File: src/rtl/pic_pkg.sv
// Shared encodings for the idle/soft-reset controller.
// Assumes byte offsets and a 32-bit register port.
package pic_pkg;
    localparam int DATA_W = 32;

    // Idle policy encodings; 2'b11 is stored but treated as activity-based.
    typedef enum logic [1:0] {
        IM_ALWAYS = 2'b00,
        IM_NEVER  = 2'b01,
        IM_QUIET  = 2'b10,
        IM_SPARE  = 2'b11
    } idle_mode_e;

    localparam int OFS_REV  = 'h00;
    localparam int OFS_CFG  = 'h10;
    localparam int OFS_STAT = 'h14;

    localparam int MODE_LO  = 3;
    localparam int MODE_HI  = 4;
    localparam int SRST_BIT = 1;
    localparam int AUTO_BIT = 0;

    localparam idle_mode_e MODE_RST = IM_QUIET;
    localparam logic       AUTO_RST = 1'b1;
endpackage

File: src/rtl/pic_regs.sv
// Register decode and configuration storage.
// Assumes single-cycle strobes; read data is combinational and 0 when idle.
module pic_regs
    import pic_pkg::*;
#(
    parameter int          ADDR_W = 8,
    parameter logic [31:0] REV_ID = 32'h0003_0102
) (
    input  logic              clk,
    input  logic              rst_n,
    input  logic              reg_wr,
    input  logic              reg_rd,
    input  logic [ADDR_W-1:0] reg_addr,
    input  logic [DATA_W-1:0] reg_wdata,
    input  logic              srst_busy,
    output logic [DATA_W-1:0] reg_rdata,
    output idle_mode_e        mode_q,
    output logic              auto_q,
    output logic              srst_start
);
    logic hit_cfg, hit_stat, hit_rev;

    // Purpose: decode the word being addressed.
    always_comb begin
        hit_cfg  = (reg_addr == ADDR_W'(OFS_CFG));
        hit_stat = (reg_addr == ADDR_W'(OFS_STAT));
        hit_rev  = (reg_addr == ADDR_W'(OFS_REV));
    end

    assign srst_start = reg_wr && hit_cfg && reg_wdata[SRST_BIT] && !srst_busy;

    // Purpose: hold the configuration, forced to defaults by any reset.
    always_ff @(posedge clk) begin
        if (!rst_n || srst_start || srst_busy) begin
            mode_q <= MODE_RST;
            auto_q <= AUTO_RST;
        end else if (reg_wr && hit_cfg) begin
            mode_q <= idle_mode_e'(reg_wdata[MODE_HI:MODE_LO]);
            auto_q <= reg_wdata[AUTO_BIT];
        end
    end

    // Purpose: read multiplexer; reserved and trigger bits read 0.
    always_comb begin
        reg_rdata = '0;
        if (reg_rd) begin
            if (hit_rev) begin
                reg_rdata = REV_ID;
            end else if (hit_cfg) begin
                reg_rdata[MODE_HI:MODE_LO] = mode_q;
                reg_rdata[AUTO_BIT]        = auto_q;
            end else if (hit_stat) begin
                reg_rdata[0] = !srst_busy;
            end
        end
    end
endmodule

File: src/rtl/pic_sreset.sv
// Software reset sequencer: fixed-length busy window after a start pulse.
// Assumes start is ignored by the caller while busy is high.
module pic_sreset #(
    parameter int CYCLES = 8
) (
    input  logic clk,
    input  logic rst_n,
    input  logic start,
    output logic busy
);
    localparam int CNT_W = $clog2(CYCLES + 1);

    logic [CNT_W-1:0] cnt_q;

    // Purpose: load on start, count down to zero.
    always_ff @(posedge clk) begin
        if (!rst_n) begin
            cnt_q <= '0;
        end else if (start) begin
            cnt_q <= CNT_W'(CYCLES);
        end else if (cnt_q != '0) begin
            cnt_q <= cnt_q - 1'b1;
        end
    end

    assign busy = (cnt_q != '0);
endmodule

File: src/rtl/pic_idle.sv
// Idle handshake: answers idle_req per the stored policy.
// Assumes 'active' covers every source of internal activity.
module pic_idle
    import pic_pkg::*;
(
    input  logic       clk,
    input  logic       rst_n,
    input  idle_mode_e mode,
    input  logic       idle_req,
    input  logic       active,
    output logic       idle_ack
);
    logic quiet_q, ack_q;

    // Purpose: remember whether the previous cycle was inactive.
    always_ff @(posedge clk) begin
        if (!rst_n) quiet_q <= 1'b0;
        else        quiet_q <= !active;
    end

    // Purpose: register the policy decision for the next cycle.
    always_ff @(posedge clk) begin
        if (!rst_n) begin
            ack_q <= 1'b0;
        end else begin
            unique case (mode)
                IM_ALWAYS: ack_q <= idle_req;
                IM_NEVER:  ack_q <= 1'b0;
                default:   ack_q <= idle_req && quiet_q && !active;
            endcase
        end
    end

    assign idle_ack = ack_q && idle_req;
endmodule

File: src/rtl/pic_gate.sv
// Clock-gating enable: allows gating after QUIET access-free cycles.
// Assumes the external cell stops the clock while gate_en is low.
module pic_gate #(
    parameter int QUIET = 2
) (
    input  logic clk,
    input  logic rst_n,
    input  logic access,
    input  logic auto_en,
    output logic gate_en
);
    localparam int CW = $clog2(QUIET + 1);

    logic [CW-1:0] quiet_cnt;

    // Purpose: saturating count of cycles without a register access.
    always_ff @(posedge clk) begin
        if (!rst_n || access) begin
            quiet_cnt <= '0;
        end else if (quiet_cnt != CW'(QUIET)) begin
            quiet_cnt <= quiet_cnt + 1'b1;
        end
    end

    assign gate_en = !(auto_en && (quiet_cnt == CW'(QUIET)) && !access);
endmodule

File: src/rtl/pwr_idle_ctrl.sv
// Top level: register port, soft reset, idle handshake and gating enable.
// Assumes one register access per cycle and a synchronous active-low reset.
module pwr_idle_ctrl
    import pic_pkg::*;
#(
    parameter int          ADDR_W      = 8,
    parameter logic [31:0] REV_ID      = 32'h0003_0102,
    parameter int          SRST_CYCLES = 8,
    parameter int          GATE_QUIET  = 2
) (
    input  logic              clk,
    input  logic              rst_n,
    input  logic              reg_wr,
    input  logic              reg_rd,
    input  logic [ADDR_W-1:0] reg_addr,
    input  logic [31:0]       reg_wdata,
    output logic [31:0]       reg_rdata,
    input  logic              idle_req,
    output logic              idle_ack,
    input  logic              busy_in,
    output logic              gate_en,
    output logic              sreset_out
);
    idle_mode_e mode_q;
    logic       auto_q, srst_start, srst_busy, access, active;

    assign access     = reg_wr || reg_rd;
    assign active     = access || busy_in || srst_busy;
    assign sreset_out = srst_busy;

    pic_regs #(.ADDR_W(ADDR_W), .REV_ID(REV_ID)) u_regs (
        .clk, .rst_n, .reg_wr, .reg_rd, .reg_addr, .reg_wdata,
        .srst_busy, .reg_rdata, .mode_q, .auto_q, .srst_start
    );

    pic_sreset #(.CYCLES(SRST_CYCLES)) u_srst (
        .clk, .rst_n, .start(srst_start), .busy(srst_busy)
    );

    pic_idle u_idle (
        .clk, .rst_n, .mode(mode_q), .idle_req, .active, .idle_ack
    );

    pic_gate #(.QUIET(GATE_QUIET)) u_gate (
        .clk, .rst_n, .access, .auto_en(auto_q), .gate_en
    );
endmodule

File: config.mk
export PLATFORM = sky130hd
export DESIGN_NAME = pwr_idle_ctrl
export DESIGN_NICKNAME = d
export VERILOG_FILES = /design/src/rtl/pic_pkg.sv /design/src/rtl/pic_regs.sv /design/src/rtl/pic_sreset.sv /design/src/rtl/pic_idle.sv /design/src/rtl/pic_gate.sv /design/src/rtl/pwr_idle_ctrl.sv
export SDC_FILE = /design/constraint.sdc
export NUM_CORES = 1
export LEC_CHECK = 0
export BUFFER_PORTS_ARGS = -buffer_cell sky130_fd_sc_hd__buf_2
export CORE_ASPECT_RATIO = 1.1
export CORE_MARGIN = 3
export CORE_UTILIZATION = 36
export DETAILED_ROUTE_END_ITERATION = 16
export PLACE_DENSITY = 0.79
export REMOVE_ABC_BUFFERS = 1
export SYNTH_ARGS = -nofsm -noshare
export SYNTH_HDL_FRONTEND = slang
export SYNTH_SLANG_ARGS = --single-unit
export TNS_END_PERCENT = 100
File: constraint.sdc
create_clock -name clk -period 1.4 [get_ports clk]
set_input_delay 0.07 -clock clk [delete_from_list [all_inputs] [get_ports clk]]
set_output_delay 0.07 -clock clk [all_outputs]
set_load 0.01 [all_outputs]
==> summary.txt <==
Worst-Skew Late Latency - 270 ps
CTS clk-pin slew, worst paths - 80 ps
Post-Syn Area - 865 um2
crit path DAT - 1410 ps
CP Class - register to output pin
final hold violation count - 0
Buffers on Ports - 27
Clk network pwr share - 0.161
Worst Setup End Kind - output pin
Area Overhead vs Synth - 21.0%
GR Overflow Total - 0
Die ar. - 3030 um2
Hold Crit Class - input port to register
DR DRC count - 0
Yosys warning total - 0
CTS tree - built
non-filler instance count after layout - 171
TritonCTS Sinks - 11
Pre-antenna DRT Iters - 4
Setup WS post-layout - -82.7 ps
sequential fraction of the synthesis area - 0.255
fin area - 1050 um2
switching power - 0.504 mW
DR WL/cell - 11.4 um
Core Area - 2270 um2
crit share post-route - 1.06
failing checks - negative setup slack
drt first-iter violations - 12
Comb pwr share - 0.537
PwrDens - 1310 nW/um2
Yosys reg bits - 11
Power Total - 1.37 mW
Final Skew - 10.5 ps
Syn Inst Count - 105
first-pass GRT wire length - 2.94 mm
H-tree Lvls - 1
pre-CTS setup slack - 50.9 ps
Int Pwr - 0.866 mW
sequential power share - 0.302
ant diodes - 0
root buf cell - clkbuf_4
Peak VDD IR - 0.703 mV
Leakage - 0.539 nW
initial antenna violation count - 0
largest net degree at the start of global routing - 11
die width - 52.7 um
Fmax - 674 MHz
max cap viols - 0
layout cell share with drive strength beyond 1 - 0.390
Starting Density - 0.380
setup violators final - 1
status - complete, but fails checks
GRT Resource Usage Total - 0.125
via count - 808
Yosys cell types - 31
minimum clock period - 1480 ps
Req. time, crit path - 1330 ps
CTS Buf Count - 3
CTS Buffer Depth - 2
Die H - 57.4 um
Avg Inst Size Synth - 8.23 um2
Slew Limit Fails - 0
GPL Wtd Cong - 0.800
Post-DP Area - 938 um2
footprint of the multi-input gates - 515 um2
DRT Wirelength - 1.94 mm
Placed Cells - 160
Rows - 18
# fillers - 235
RSZ-0062 raised after global routing - yes
crit path max fanout - 2
Storage cell area - 223 um2
Nets - 191
vias in the first global route - 751
Post-DP HPWL - 1.46 mm
io pins - 81
Vias per Instance - 4.73
Final ANT Viol Nets - 0
kind of start point of the critical path - register
Switching Fraction - 0.368
-- cells in the mapped netlist --
| master | n | area (um2) |
|---|---|---|
| o32ai_1 | 1 | 8.76 |
| buf_2 | 1 | 5.00 |
| nand4_1 | 2 | 12.5 |
| inv_1 | 5 | 18.8 |
| o21ai_0 | 2 | 10.0 |
| a21oi_1 | 2 | 10.0 |
| nand3_1 | 5 | 25.0 |
| nor3_2 | 1 | 10.0 |
| a31oi_1 | 2 | 12.5 |
| clkbuf_1 | 1 | 3.75 |
| conb_1 | 1 | 3.75 |
| and4_2 | 3 | 30.0 |
| dfxtp_1 | 11 | 220 |
| nand2_1 | 3 | 11.3 |
| and3_1 | 2 | 12.5 |
| and4_1 | 2 | 17.5 |
| xnor2_1 | 1 | 8.76 |
| and3b_2 | 1 | 10.0 |
| nor2_1 | 11 | 41.3 |
| ha_1 | 3 | 37.5 |
| a41oi_1 | 1 | 8.76 |
| nor3_1 | 3 | 15.0 |
| nor4_4 | 1 | 21.3 |
| nand4b_1 | 1 | 8.76 |
| buf_4 | 28 | 210 |
| nor3b_2 | 1 | 12.5 |
| nor4b_1 | 1 | 8.76 |
| mux2i_1 | 3 | 30.0 |
| and2_1 | 4 | 25.0 |
| o22ai_1 | 1 | 6.26 |
| xor2_1 | 1 | 8.76 |
-- logic make-up (layout without fill, tap and decap cells) --
family / count (synthesis) / count (layout) / share of synthesized area
xor+xnor: 2 / 2 / 0.0203
buf+inv: 35 / 47 / 0.275
simple gates: 41 / 41 / 0.302
flops: 11 / 11 / 0.255
compound gates: 9 / 9 / 0.0651
other cells: 1 / 25 / 0.00434
fa+ha+maj: 3 / 3 / 0.0434
mux: 3 / 3 / 0.0347
-- path summary, 6_finish.rpt --
path | startpoint | endpoint | slack, ps | depth (start not counted)
min | idle_req | u_idle.ack_q | 30 | 3
min reg2reg | u_regs.mode_q[0] | u_regs.mode_q[0] | 520 | 2
max | u_srst.cnt_q[0] | reg_rdata[0] | -80 | 7
max reg2reg | u_srst.cnt_q[1] | u_srst.cnt_q[3] | 60 | 7
-- state kept, by name, summed over array words and instances (netlist names) --
name	flops
u_srst.cnt_q	4
u_gate.quiet_cnt	2
u_regs.mode_q	2
u_idle.ack_q	1
u_idle.quiet_q	1
u_regs.auto_q	1
-- critical path: stages, from the launching register on --
cell	delay (ps)
dfxtp_2	350
inv_2	50
ha_4	150
nor3b_4	140
buf_4	140
mux2i_1	120
nor2_1	50
buf_2	130
-- final cells by class --
cell class                      instances  area share
Timing Repair Buffer                   38       0.214
Inverter                                5      0.0179
Clock inverter                          1     0.00478
Multi-Input combinational cell         83       0.493
Clock buffer                            3      0.0215
Sequential cell                        11       0.213
Tap cell                               30      0.0359
-- metal layers --
layer / GRT usage / share of wire / vias to the layer above / wire (um)
met5: 0 / 0 / - / 0
met1: 0.127 / 0.38 / 370 / 742
li1: - / - / 382 / -
met4: 0.0657 / 0.044 / 0 / 85
met3: 0.0339 / 0.086 / 8 / 166
met2: 0.225 / 0.49 / 48 / 947
-- power groups by stage --
stage | registers (mW) | clock network, mW | logic [mW]
after detailed placement | 0.410 | 0 | 0.487
after CTS | 0.404 | 0.226 | 0.664
after global routing | 0.417 | 0.249 | 0.800
after global placement | 0.404 | 0 | 0.459
final | 0.414 | 0.220 | 0.736
after floorplan | 0.400 | 0 | 0.304
-- what timing repair did --
action / 4_1_cts / 5_1_grt
hold buffers: 0 / 0
cloned: 0 / 0
buffers inserted: 6 / 2
pin swaps: 1 / 0
gates resized for setup: 6 / 3
endpoints found under the setup margin: 2 / 3
-- per-stage QoR --
| stage | util | hold slack (ps) | setup TNS (ps) |
|---|---|---|---|
| final | 0.460 | 32.7 | -82.7 |
| after global routing | 0.460 | 26.2 | -269 |
| after CTS | 0.451 | 28.4 | -131 |
| after detailed placement | 0.413 | 315 | 0 |
| after global placement | 0.413 | 306 | 0 |
| after floorplan | - | 189 | 0 |
-- cell usage in the layout, fill, tap and decap left out, types with 2 or more instances in the layout --
cell type,count
a21oi_1,2
a31oi_1,2
and2_1,4
and3_1,2
and4_1,2
and4_2,3
buf_2,26
buf_4,11
clkbuf_4,3
conb_1,25
dfxtp_1,9
dfxtp_2,2
ha_1,2
inv_1,2
inv_2,3
mux2i_1,3
nand2_1,3
nand3_1,5
nand4_1,2
nor2_1,11
nor3_1,3
o21ai_0,2
Power figures use the tool's default switching activity.
